File: src/rtl/scb_pkg.sv
package scb_pkg;

    typedef enum logic [1:0] {
        OP_ADD = 2'd0,
        OP_SUB = 2'd1,
        OP_MUL = 2'd2,
        OP_RSV = 2'd3
    } op_e;

    // Writer state of one architectural register
    typedef enum logic [2:0] {
        ST_FREE   = 3'd0,
        ST_EX_ALU = 3'd1,
        ST_EX_MUL = 3'd2,
        ST_MUL_2  = 3'd3,
        ST_WB_ALU = 3'd4,
        ST_WB_MUL = 3'd5
    } wr_state_e;

    function automatic logic is_long(input logic [1:0] op);
        return op == OP_MUL;
    endfunction

endpackage

File: src/rtl/scb_reg_track.sv
module scb_reg_track
    import scb_pkg::*;
#(
    parameter int CNT_W = 2
) (
    input  logic       clk,
    input  logic       rst_n,
    input  logic       set_alu,
    input  logic       set_mul,
    input  logic [1:0] rd_inc,
    input  logic [1:0] rd_dec,
    output logic       wr_pend,
    output logic       wb_alu,
    output logic       wb_mul,
    output logic       rd_busy
);

    localparam int SUM_W = CNT_W + 2;
    localparam logic [SUM_W-1:0] CMAX = SUM_W'((1 << CNT_W) - 1);

    wr_state_e state_q, state_d;
    logic [CNT_W-1:0] cnt_q;
    logic [SUM_W-1:0] sum;
    logic [CNT_W-1:0] cnt_d;

    always_ff @(posedge clk) begin
        if (!rst_n) begin
            state_q <= ST_FREE;
            cnt_q   <= '0;
        end else begin
            state_q <= state_d;
            cnt_q   <= cnt_d;
        end
    end

    always_comb begin
        state_d = state_q;
        unique case (state_q)
            ST_FREE: begin
                if (set_mul)      state_d = ST_EX_MUL;
                else if (set_alu) state_d = ST_EX_ALU;
            end
            ST_EX_ALU: state_d = ST_WB_ALU;
            ST_EX_MUL: state_d = ST_MUL_2;
            ST_MUL_2:  state_d = ST_WB_MUL;
            ST_WB_ALU: state_d = ST_FREE;
            ST_WB_MUL: state_d = ST_FREE;
            default:   state_d = ST_FREE;
        endcase
    end

    always_comb begin
        sum = SUM_W'(cnt_q) + SUM_W'(rd_inc);
        if (sum < SUM_W'(rd_dec)) sum = '0;
        else                      sum = sum - SUM_W'(rd_dec);
        if (sum > CMAX) sum = CMAX;
        cnt_d = sum[CNT_W-1:0];
    end

    always_comb begin
        wr_pend = (state_q != ST_FREE);
        wb_alu  = (state_q == ST_WB_ALU);
        wb_mul  = (state_q == ST_WB_MUL);
        rd_busy = (cnt_q != '0);
    end

endmodule

File: src/rtl/scb_hazard.sv
module scb_hazard #(
    parameter int NREG = 8,
    parameter int RW   = 3
) (
    input  logic [NREG-1:0] wr_pend,
    input  logic [NREG-1:0] rd_busy,
    input  logic            valid,
    input  logic [RW-1:0]   src_a,
    input  logic [RW-1:0]   src_b,
    input  logic [RW-1:0]   dst,
    output logic            issue,
    output logic            stall
);

    logic raw, war, waw;

    always_comb begin
        raw   = wr_pend[src_a] | wr_pend[src_b];
        war   = rd_busy[dst];
        waw   = wr_pend[dst];
        issue = valid & ~(raw | war | waw);
        stall = valid & ~issue;
    end

endmodule

File: src/rtl/scb_wb_sel.sv
module scb_wb_sel #(
    parameter int NREG = 8,
    parameter int RW   = 3
) (
    input  logic [NREG-1:0] hot,
    output logic            valid,
    output logic [RW-1:0]   idx
);

    always_comb begin
        valid = |hot;
        idx   = '0;
        for (int k = 0; k < NREG; k++) begin
            if (hot[k]) idx = idx | RW'(k);
        end
    end

endmodule

File: src/rtl/scb_issue_ctrl.sv
module scb_issue_ctrl
    import scb_pkg::*;
#(
    parameter int NREG  = 8,
    parameter int CNT_W = 2
) (
    input  logic                    clk,
    input  logic                    rst_n,
    input  logic                    in_valid,
    input  logic [1:0]              in_op,
    input  logic [$clog2(NREG)-1:0] in_src_a,
    input  logic [$clog2(NREG)-1:0] in_src_b,
    input  logic [$clog2(NREG)-1:0] in_dst,
    output logic                    issue,
    output logic                    stall,
    output logic                    wb_alu_valid,
    output logic [$clog2(NREG)-1:0] wb_alu_reg,
    output logic                    wb_mul_valid,
    output logic [$clog2(NREG)-1:0] wb_mul_reg
);

    localparam int RW = $clog2(NREG);

    logic [NREG-1:0] wr_pend, rd_busy, wb_alu_hot, wb_mul_hot;

    // Execute-start stage: sources read by the instruction issued last cycle
    logic          ex_valid_q;
    logic [RW-1:0] ex_src_a_q, ex_src_b_q;

    always_ff @(posedge clk) begin
        if (!rst_n) begin
            ex_valid_q <= 1'b0;
            ex_src_a_q <= '0;
            ex_src_b_q <= '0;
        end else begin
            ex_valid_q <= issue;
            ex_src_a_q <= in_src_a;
            ex_src_b_q <= in_src_b;
        end
    end

    scb_hazard #(.NREG(NREG), .RW(RW)) u_hazard (
        .wr_pend (wr_pend),
        .rd_busy (rd_busy),
        .valid   (in_valid),
        .src_a   (in_src_a),
        .src_b   (in_src_b),
        .dst     (in_dst),
        .issue   (issue),
        .stall   (stall)
    );

    for (genvar g = 0; g < NREG; g++) begin : g_reg
        localparam logic [RW-1:0] IDX = RW'(g);
        logic [1:0] inc, dec;
        logic       hit_dst;

        always_comb begin
            hit_dst = issue && (in_dst == IDX);
            inc = {1'b0, issue && (in_src_a == IDX)}
                + {1'b0, issue && (in_src_b == IDX)};
            dec = {1'b0, ex_valid_q && (ex_src_a_q == IDX)}
                + {1'b0, ex_valid_q && (ex_src_b_q == IDX)};
        end

        scb_reg_track #(.CNT_W(CNT_W)) u_track (
            .clk     (clk),
            .rst_n   (rst_n),
            .set_alu (hit_dst && !is_long(in_op)),
            .set_mul (hit_dst && is_long(in_op)),
            .rd_inc  (inc),
            .rd_dec  (dec),
            .wr_pend (wr_pend[g]),
            .wb_alu  (wb_alu_hot[g]),
            .wb_mul  (wb_mul_hot[g]),
            .rd_busy (rd_busy[g])
        );
    end

    scb_wb_sel #(.NREG(NREG), .RW(RW)) u_wb_alu (
        .hot   (wb_alu_hot),
        .valid (wb_alu_valid),
        .idx   (wb_alu_reg)
    );

    scb_wb_sel #(.NREG(NREG), .RW(RW)) u_wb_mul (
        .hot   (wb_mul_hot),
        .valid (wb_mul_valid),
        .idx   (wb_mul_reg)
    );

endmodule

File: config.mk
export PLATFORM = sky130hd
export DESIGN_NAME = scb_issue_ctrl
export DESIGN_NICKNAME = d
export VERILOG_FILES = /design/src/rtl/scb_pkg.sv /design/src/rtl/scb_reg_track.sv /design/src/rtl/scb_hazard.sv /design/src/rtl/scb_wb_sel.sv /design/src/rtl/scb_issue_ctrl.sv
export SDC_FILE = /design/constraint.sdc
export NUM_CORES = 1
export LEC_CHECK = 0
export BUFFER_PORTS_ARGS = -buffer_cell sky130_fd_sc_hd__buf_2
export CAP_MARGIN = 20
export CORE_ASPECT_RATIO = 1.4
export CORE_MARGIN = 1
export CORE_UTILIZATION = 50
export DETAILED_ROUTE_END_ITERATION = 8
export GPL_ROUTABILITY_DRIVEN = 0
export PLACE_DENSITY_LB_ADDON = 0.1
export SYNTH_ARGS = -nofsm -noshare
export SYNTH_HDL_FRONTEND = slang
export SYNTH_HIERARCHICAL = 1
export SYNTH_SLANG_ARGS = --single-unit
File: constraint.sdc
create_clock -name clk -period 4.1 [get_ports clk]
set_clock_uncertainty 0.15 [all_clocks]
set_input_delay 0.82 -clock clk [delete_from_list [all_inputs] [get_ports clk]]
set_output_delay 0.82 -clock clk [all_outputs]
set_load 0.1 [all_outputs]
# Yosys cells after proc, flatten, opt, wreduce, memory -nomap -nowiden
# Index checks and enable logic that the tools add are counted.
[word_totals]
register_bits = 47
in_bits = 14
out_inout_bits = 10
word_cells = 311
[op_classes]
n_addsub = 32
magnitude_cmp = 19
n_eq_ne = 84
mux = 62
bitwise = 7
reduce_logical = 88
[ops]
columns = ["operator", "count"]
rows = [
  ["$eq A3 B3 Y1 const B", 36],
  ["$pmux W3 S4", 8],
  ["$eq A3 B2 Y1 const B", 26],
  ["$mux W3", 24],
  ["$logic_and A1 B1 Y1", 56],
  ["$eq A3 B1 Y1 const B", 13],
  ["$logic_not A3 Y1", 13],
  ["$add A1 B1 Y2", 16],
  ["$gt A4 B2 Y1 const B", 8],
  ["$lt A4 B2 Y1", 8],
  ["$mux W4", 8],
  ["$sub A4 B2 Y4", 8],
  ["$add A2 B2 Y3", 8],
  ["$mux W2", 12],
  ["$ne A3 B1 Y1 const B", 8],
  ["$reduce_bool A3 Y1", 8],
  ["$reduce_bool A2 Y1", 8],
  ["$reduce_or A8 Y1", 2],
  ["$bmux W1 S3", 4],
  ["$lt A3 B4 Y1 const B", 3],
  ["$mux W1", 6],
  ["$or A1 B1 Y1", 3],
  ["$and A1 B1 Y1", 2],
  ["$eq A2 B2 Y1 const B", 1],
  ["other kinds (2)", 3],
]

# Longest topological paths before layout
# Gate-level depths: netlist of the first run.
[depth]
ltp_word = 15
mapped_depth = 15
depth_no_buf = 15

# By module
# The synthesis of the first run kept the hierarchy.
[modules_own_cells]
columns = ["module", "n_inst", "cells_each", "area_each_um2", "seq_area_each_um2"]
rows = [
  ["scb_reg_track", 8, 37, 319.1, 100.1],
  ["scb_issue_ctrl", 1, 107, 750.7, 140.1],
  ["scb_hazard", 1, 24, 232.7, 0.0],
  ["scb_wb_sel", 2, 5, 48.8, 0.0],
]

# Least setup slack after synthesis of the first run
# No wires, ideal clock.
[synth_timing]
path_type = "input -> register"
start = "input in_src_b[1]"
end = "register g_reg[4].u_track.cnt_q[1]"
setup_ns = 0.122
arrival_time_ns = 4.921
required_ns = 3.828
setup_slack_ns = -1.093
cell_stages = 13
cell_sequence = "mux4_1 -> mux2_2 -> a211oi_2 -> and4_1 -> nand2_1 -> nor3_1 -> ha_1 -> ha_1 -> inv_1 -> fa_1 -> inv_1 -> fa_1 -> o311a_1"
[synth_between]
elab_chain_cells = 14
[synth_rtl]
columns = ["item", "line", "source"]
rows = [
  ["start: declaration", "scb_issue_ctrl.sv:12", "input logic [$clog2(NREG)-1:0] in_src_b,"],
  ["$bmux W1 S3 *", "scb_hazard.sv:18", "raw = wr_pend[src_a] | wr_pend[src_b];"],
  ["$mux W1 (not written as such) *", "scb_hazard.sv:18", ""],
  ["$or A1 B1 Y1 *", "scb_hazard.sv:18", ""],
  ["$or A1 B1 Y1 * (2 in series)", "scb_hazard.sv:21", "issue = valid & ~(raw | war | waw);"],
  ["$not A1 Y1 *", "scb_hazard.sv:21", ""],
  ["$and A1 B1 Y1 *", "scb_hazard.sv:21", ""],
  ["via issue", "scb_issue_ctrl.sv:14", "output logic issue,"],
  ["$logic_and A1 B1 Y1 (on tied branches)", "scb_issue_ctrl.sv:60, scb_issue_ctrl.sv:61", ""],
  ["$add A1 B1 Y2 *", "scb_issue_ctrl.sv:61", "+ {1'b0, issue && (in_src_b == IDX)};"],
  ["via g_reg[4].inc[0]", "scb_issue_ctrl.sv:55", "logic [1:0] inc, dec;"],
  ["$add A2 B2 Y3 *", "scb_reg_track.sv:53", "sum = SUM_W'(cnt_q) + SUM_W'(rd_inc);"],
  ["$sub A4 B2 Y4 or $lt A4 B2 Y1 (tied branches)", "scb_reg_track.sv:55, scb_reg_track.sv:54", ""],
  ["$mux W4 *", "scb_reg_track.sv:54", "if (sum < SUM_W'(rd_dec)) sum = '0;"],
  ["$gt A4 B2 Y1", "scb_reg_track.sv:56", "if (sum > CMAX) sum = CMAX;"],
  ["$mux W2 *", "scb_reg_track.sv:56", ""],
  ["end signal: assignment", "scb_reg_track.sv:32", "cnt_q <= cnt_d;"],
  ["end: declaration", "scb_reg_track.sv:22", "logic [CNT_W-1:0] cnt_q;"],
]
# The timed path passes the listed nets; every way through them passes the cells marked *. The select of a mux whose other input is x is not followed.
# A chain may end at the register's enable or synchronous reset.

# Final worst setup path of the first run
[layout_timing]
start = "register g_reg[6].u_track.state_q[2]"
end = "register g_reg[0].u_track.cnt_q[1]"
[layout_between]
elab_chain_cells = 15
[layout_rtl]
columns = ["item", "line", "source"]
rows = [
  ["start: declaration", "scb_reg_track.sv:21", "wr_state_e state_q, state_d;"],
  ["start signal: assignment", "scb_reg_track.sv:31", "state_q <= state_d;"],
  ["$reduce_bool A3 Y1 *", "scb_reg_track.sv:61", "wr_pend = (state_q != ST_FREE);"],
  ["via wr_pend[6]", "scb_issue_ctrl.sv:24", "logic [NREG-1:0] wr_pend, rd_busy, wb_alu_hot, wb_mul_hot;"],
  ["$bmux W1 S3", "scb_hazard.sv:18", ""],
  ["$mux W1 (not written as such)", "scb_hazard.sv:18", ""],
  ["$or A1 B1 Y1", "scb_hazard.sv:18", ""],
  ["$or A1 B1 Y1", "scb_hazard.sv:21", ""],
  ["$or A1 B1 Y1 *", "scb_hazard.sv:21", ""],
  ["$not A1 Y1 *", "scb_hazard.sv:21", ""],
  ["$and A1 B1 Y1 *", "scb_hazard.sv:21", ""],
  ["$logic_and A1 B1 Y1 (on tied branches)", "scb_issue_ctrl.sv:60, scb_issue_ctrl.sv:61", ""],
  ["$add A1 B1 Y2 *", "scb_issue_ctrl.sv:61", ""],
  ["via g_reg[0].inc[0]", "scb_issue_ctrl.sv:55", ""],
  ["$add A2 B2 Y3 *", "scb_reg_track.sv:53", ""],
  ["$sub A4 B2 Y4 or $lt A4 B2 Y1 (tied branches)", "scb_reg_track.sv:55, scb_reg_track.sv:54", ""],
  ["$mux W4 *", "scb_reg_track.sv:54", ""],
  ["$gt A4 B2 Y1", "scb_reg_track.sv:56", ""],
  ["$mux W2 *", "scb_reg_track.sv:56", ""],
  ["end signal: assignment", "scb_reg_track.sv:32", ""],
  ["end: declaration", "scb_reg_track.sv:22", ""],
]
# Marks and branches as above.

==> results.sh, run 1 <==
export IMPL_root_buffer="clkbuf_8"
export IMPL_drive_gt1_frac=0.369
export IMPL_avgRoutedWirePerCell_microns=14.3
export IMPL_grt_pass1_vias=3283
export IMPL_finalMaxSlewViolations=0
export IMPL_synth_top_family_by_area="simple AND/OR/NAND/NOR gates"
export IMPL_cap_violations=0
export IMPL_min_period_over_period=1.05
export IMPL_violations="negative setup slack"
export IMPL_ys_warn_count=6
export IMPL_fin_nets=600
export IMPL_syn_num_nets=507
export IMPL_cts_made_buffers=5
export IMPL_rsz0062_at_grt="yes"
export IMPL_synthAdderAreaFrac=0.226
export IMPL_yosys_area_share_simple=0.283
export IMPL_hold_viol=0
export IMPL_pwr_density_cell_mw_per_mm2=356
export IMPL_dr_pass1_iters=4
export IMPL_layout_min_cycle_time_ps=4320
export IMPL_yosysMostFrequentCell="inv_1"
export IMPL_crit_path_start_kind="flip-flop"
export IMPL_status="finished with violations"
export IMPL_setup_tns_ps=-1610
export IMPL_switchingPower_w=0.000645
export IMPL_power_leakage_nw=2.24
export IMPL_clock_latency_ps=310
export IMPL_grt_start_max_net_pins=32
export IMPL_mappedNetlistArea_sq_mm=0.00363
export IMPL_power_share_sequential=0.332
export IMPL_combPwrFrac=0.495
export IMPL_rows=36
export IMPL_synth_top_cell_area_share=0.259
export IMPL_synth_distinct_cells=36
export IMPL_final_area_sq_mm=0.00477
export IMPL_dpl_cell_area_sq_mm=0.00435
export IMPL_vias=3242
export IMPL_fp_dieW_microns=74.0
export IMPL_synthTopCellsByCount="inv_1, nor2_1, dfxtp_1"
export IMPL_synth_edf_count=0
export IMPL_hpwl_microns=7100
export IMPL_p_int_w=0.00105
export IMPL_grt_pass1_wl_microns=14300
export IMPL_wl_microns=8960
export IMPL_cts_reportedPaths_clkPinSlew_ps=90
export IMPL_area_growth_synth_to_final_pct=31.3
export IMPL_worst_slew_pin_slew_ps=645
export IMPL_synthXorXnorAreaFrac=0
export IMPL_ir_drop_mv=0.194
export IMPL_portBuffers=23
export IMPL_crit_top_cell="inv_2"
export IMPL_worstRegToRegCells=15
export IMPL_post_drt_via_cell_ratio=5.18
export IMPL_synth_compound_area_frac=0.125
export IMPL_hold_ws_ps=397
export IMPL_critPathMaxFanout=5
export IMPL_worstPathCellList="or3_4, buf_6, mux4_2, and2b_4, a211oi_4, and4_4, nand2b_4, nor3_4, ha_1, ha_2, inv_2, fa_1, inv_2, fa_2, o311a_1"
export IMPL_drc=0
export IMPL_synth_area_leaders="dfxtp_1, ha_1, fa_1"
export IMPL_synth_seq_cells=47
export IMPL_hold_depth=2
export IMPL_timing_fmax_mhz=232
export IMPL_cts_num_sinks=47
export IMPL_p_sw_frac=0.380
export IMPL_relSlewSlack=0.570
export IMPL_io_pin_count=24
export IMPL_pwr_share_clk=0.173
export IMPL_die_area_sq_mm=0.00762
export IMPL_fin_ws_ps=-219
export IMPL_fp_dieH_microns=103
export IMPL_synth_top_area_cell="dfxtp_1"
export IMPL_syn_inst=437
export IMPL_synthMuxAreaShare=0.0300
export IMPL_hold_path_class="reg -> reg"
export IMPL_grt_overflow=0
export IMPL_seq_area_frac_synth=0.259
export IMPL_setup_viol_count_final=11
export IMPL_antennaDiodeCount=0
export IMPL_cp_arrival_ps=4370
export IMPL_cpPeakStageDelay_ps=450
export IMPL_h_tree_depth=2
export IMPL_clk_path_buf_depth=2
export IMPL_core_area_sq_mm=0.00698
export IMPL_initial_core_util=0.520
export IMPL_ctsHoldBuffers=0
export IMPL_synthArstFlopShare=0
export IMPL_final_antenna_net_count=0
export IMPL_drtIter0Drc=99
export IMPL_antenna_found_initial=0
export IMPL_crit_slowest_cell="mux4_2"
export IMPL_critPathRequiredTime_ps=4150
export IMPL_grt_usage=0.253
export IMPL_cp_end_kind="flip-flop"
export IMPL_syn_area_per_cell_sq_um=8.31
export IMPL_critPathKind="reg -> reg"
export IMPL_synth_ff_type="dfxtp_1"
export IMPL_cts_tree="done"
-- final cells by class --
cell class                 instances  area, sq um
multi-input combinational        315         2710
fill                             589         2210
sequential                        47          943
timing repair buffer              87          636
inverter                          74          278
tap                               95          119
clock buffer                       5         68.8
clock inverter                     3         22.5
-- per-stage QoR --
step	std cells	utilization	power, W	setup WS (ps)
2_1_floorplan	437	-	0.00107	-390
3_3_place_gp	606	0.623	0.00126	-444
3_5_place_dp	606	0.623	0.00129	-507
4_1_cts	626	0.668	0.00166	-247
5_1_grt	626	0.684	0.00182	-346
6_report	626	0.684	0.00170	-219
-- final timing paths --
check | slack, ps | endpoint | startpoint
setup / recovery | -220 | g_reg[0].u_track/cnt_q[1] | g_reg[6].u_track/state_q[2]
hold / removal | 400 | g_reg[2].u_track/state_q[1] | g_reg[2].u_track/state_q[0]
hold reg to reg | 400 | g_reg[2].u_track/state_q[1] | g_reg[2].u_track/state_q[0]
setup reg to reg | -220 | g_reg[0].u_track/cnt_q[1] | g_reg[6].u_track/state_q[2]
-- cell usage in the layout (no fill, tap or decap), types with 5 or more instances in the layout --
cell type,instances
inv_1,59
or3_4,6
nor2_4,5
clkbuf_8,5
buf_4,59
or2_2,8
ha_2,6
nor3_1,24
o311a_1,9
inv_2,15
fa_1,8
ha_1,28
a21oi_1,9
dfxtp_1,45
o21bai_1,8
o211a_1,8
nand2_1,24
nor2_2,5
buf_6,6
and2_1,7
nor3b_1,9
nor2_1,62
ha_4,6
buf_2,21
a21o_2,8
nand2b_1,21
fa_2,8
a21oi_2,5
-- metal layers --
layer	routed length, microns	global-route usage
met1	3370	0.252
met2	4980	0.493
met3	229	0.0323
met4	381	0.135
met5	0	0
-- sequential cells by signal (all words and copies together), names as in the netlist --
| signal | flops |
|---|---|
| g.u_track/state_q | 24 |
| g.u_track/cnt_q | 16 |
| ex_src_a_q | 3 |
| ex_src_b_q | 3 |
| ex_valid_q | 1 |
-- cell families (layout without fill, tap and decap cells) --
group                    after synthesis  after routing
AND/OR/NAND/NOR                      199            199
buffers and inverters                 75            169
adder cells (fa/ha/maj)               56             56
AO/OA/AOI/OAI                         55             55
flip-flops                            47             47
multiplexers                           5              5
-- power groups by stage --
| stage | combinational [W] | clock (W) | sequential, W |
|---|---|---|---|
| 2_1_floorplan | 0.000511 | 0 | 0.000560 |
| 3_3_place_gp | 0.000696 | 0 | 0.000568 |
| 3_5_place_dp | 0.000720 | 0 | 0.000570 |
| 4_1_cts | 0.000790 | 0.000305 | 0.000561 |
| 5_1_grt | 0.000933 | 0.000317 | 0.000572 |
| 6_report | 0.000841 | 0.000294 | 0.000564 |
-- critical path: cells and delay by family, from the launching register on --
family | cells | cell delay, ps
simple gates | 5 | 1150
buf+inv | 3 | 260
flops | 1 | 330
mux | 1 | 450
fa+ha+maj | 4 | 1290
compound gates | 2 | 580
-- timing repair --
item                       in CTS  in global routing
setup endpoints to repair      14                 17
pin swaps                      24                 14
gates cloned                    0                  0
buffers inserted               13                  0
resized for setup              32                 17
Power figures use the tool's default switching activity.
==> run 2, diff against run 1 <==
Settings changed: PLACE_DENSITY set to 0.7, PLACE_DENSITY_LB_ADDON 0.1 to unset, RECOVER_POWER set to 100.
==> results.sh, run 2 (same netlist as run 1, synthesis figures left out) <==
export IMPL_cp_end_kind="flip-flop"
export IMPL_clock_latency_ps=300
export IMPL_violations="max-capacitance violations, max-slew violations, negative setup slack"
export IMPL_grt_pass1_vias=3425
export IMPL_power_leakage_nw=2.22
export IMPL_area_growth_synth_to_final_pct=32.4
export IMPL_initial_core_util=0.520
export IMPL_wl_microns=9280
export IMPL_relSlewSlack=-0.0195
export IMPL_final_cells=625
export IMPL_setup_tns_ps=-2310
export IMPL_fin_ws_ps=-268
export IMPL_portBuffers=23
export IMPL_hpwl_microns=7030
export IMPL_worst_slew_pin_slew_ps=1530
export IMPL_critPathKind="reg -> reg"
export IMPL_p_sw_frac=0.366
export IMPL_largest_register_ffs=24
export IMPL_vias=3314
export IMPL_timing_fmax_mhz=229
export IMPL_combPwrFrac=0.480
export IMPL_crit_path_start_kind="flip-flop"
export IMPL_pwr_share_clk=0.197
export IMPL_pwr_density_cell_mw_per_mm2=360
export IMPL_setup_viol_count_final=15
export IMPL_hold_path_class="reg -> reg"
export IMPL_switchingPower_w=0.000635
export IMPL_cts_tree="done"
export IMPL_post_drt_via_cell_ratio=5.30
export IMPL_cts_reportedPaths_clkPinSlew_ps=90
export IMPL_rows=36
export IMPL_grt_start_max_net_pins=32
export IMPL_avgRoutedWirePerCell_microns=14.9
export IMPL_h_tree_depth=2
export IMPL_ir_drop_mv=0.310
export IMPL_p_int_w=0.00110
export IMPL_dr_pass1_iters=4
export IMPL_min_period_over_period=1.07
export IMPL_grt_pass1_wl_microns=15200
export IMPL_rsz0062_at_grt="yes"
export IMPL_critPathMaxFanout=5
export IMPL_grt_usage=0.261
export IMPL_regMostFlops="g.u_track/state_q"
export IMPL_clk_path_buf_depth=2
export IMPL_drc=0
export IMPL_fillCellCount=563
export IMPL_layout_min_cycle_time_ps=4370
export IMPL_hold_ws_ps=400
export IMPL_utilization=0.689
export IMPL_cts_num_sinks=47
export IMPL_grt_overflow=0
export IMPL_fin_nets=600
export IMPL_cp_arrival_ps=4410
export IMPL_power_share_sequential=0.324
export IMPL_reg_largest_list="g.u_track/state_q x24, g.u_track/cnt_q x16"
export IMPL_antenna_found_initial=0
export IMPL_placed_cells=605
export IMPL_io_pin_count=24
export IMPL_layout_commonest_cell="buf_4"
export IMPL_cap_violations=1
export IMPL_dpl_cell_area_sq_mm=0.00434
export IMPL_hold_viol=0
export IMPL_drive_gt1_frac=0.375
export IMPL_fp_dieH_microns=103
export IMPL_status="finished with violations"
export IMPL_cts_made_buffers=5
export IMPL_fp_dieW_microns=74.0
export IMPL_root_buffer="clkbuf_8"
export IMPL_die_area_sq_mm=0.00762
export IMPL_final_antenna_net_count=0
export IMPL_antennaDiodeCount=0
export IMPL_critPathRequiredTime_ps=4150
export IMPL_final_area_sq_mm=0.00481
export IMPL_core_area_sq_mm=0.00698
export IMPL_finalMaxSlewViolations=32
export IMPL_drtIter0Drc=148
export IMPL_final_cell_mix="buf_4, nor2_1, inv_1"
-- run 2: cell count changes in the layout (fill, tap and decap cells not counted), sizes merged --
cell | previous run | this run
buf | 87 | 86
bufinv | 0 | 1
clkbuf | 5 | 6
clkinv | 1 | 0
clkinvlp | 0 | 1
inv | 76 | 74
-- run 2: worst paths after layout --
| path | from | end | slack [ps] | depth (start not counted) |
|---|---|---|---|---|
| hold / removal | g_reg[2].u_track/state_q[0] | g_reg[2].u_track/state_q[1] | 400 | 2 |
| setup / recovery | g_reg[7].u_track/state_q[2] | g_reg[0].u_track/cnt_q[1] | -270 | 14 |
| hold reg to reg | g_reg[2].u_track/state_q[0] | g_reg[2].u_track/state_q[1] | 400 | 2 |
| setup reg to reg | g_reg[7].u_track/state_q[2] | g_reg[0].u_track/cnt_q[1] | -270 | 14 |
-- run 2: metal layers --
layer,global-route usage,part of all wire,vias to the layer above
li1,-,-,1643
met4,0.108,0.040,0
met5,0,0,-
met1,0.264,0.38,1566
met3,0.0352,0.034,27
met2,0.516,0.55,78
-- run 2: power by group through the flow --
| stage | Clock, W | Sequential (W) | Combinational, W |
|---|---|---|---|
| final | 0.000341 | 0.000561 | 0.000832 |
| after global routing | 0.000363 | 0.000569 | 0.000925 |
| after floorplan | 0 | 0.000560 | 0.000511 |
| after detailed placement | 0 | 0.000569 | 0.000718 |
| after CTS | 0.000342 | 0.000561 | 0.000777 |
| after global placement | 0 | 0.000568 | 0.000693 |
-- run 2: what timing repair did --
action,in CTS,in global routing
hold buffers,0,0
gates cloned,0,0
endpoints found under the setup margin,15,17
endpoints found under the hold margin,0,0
pin swaps,20,9
setup buffers,10,4
resized for setup,36,13
-- run 2: worst max-delay path, stage by stage (launching register included) --
cell and delay, ps:
dfxtp_1 320, or3_4 400, mux4_2 490, mux2_4 290, a211oi_4 220, and4_4 370, nand2b_4 100, nor3_4 150
ha_1 270, ha_2 190, inv_2 50, fa_1 410, inv_2 90, fa_2 450, o311a_1 350
-- run 2: cell type report --
cell class | instances | area, sq um | share of cell area
clock inverters | 2 | 37.5 | 0.00780
well taps | 95 | 119 | 0.0247
flip-flops and latches | 47 | 943 | 0.196
clock buffers | 5 | 68.8 | 0.0143
inverters | 74 | 278 | 0.0577
multi-input cells | 315 | 2750 | 0.571
repair buffers | 87 | 619 | 0.129
-- run 2: through the flow --
step	power [W]	worst slack [ps]
global placement	0.00126	-432
floorplan	0.00107	-390
detailed placement	0.00129	-486
finish	0.00173	-268
global route	0.00186	-367
CTS	0.00168	-180
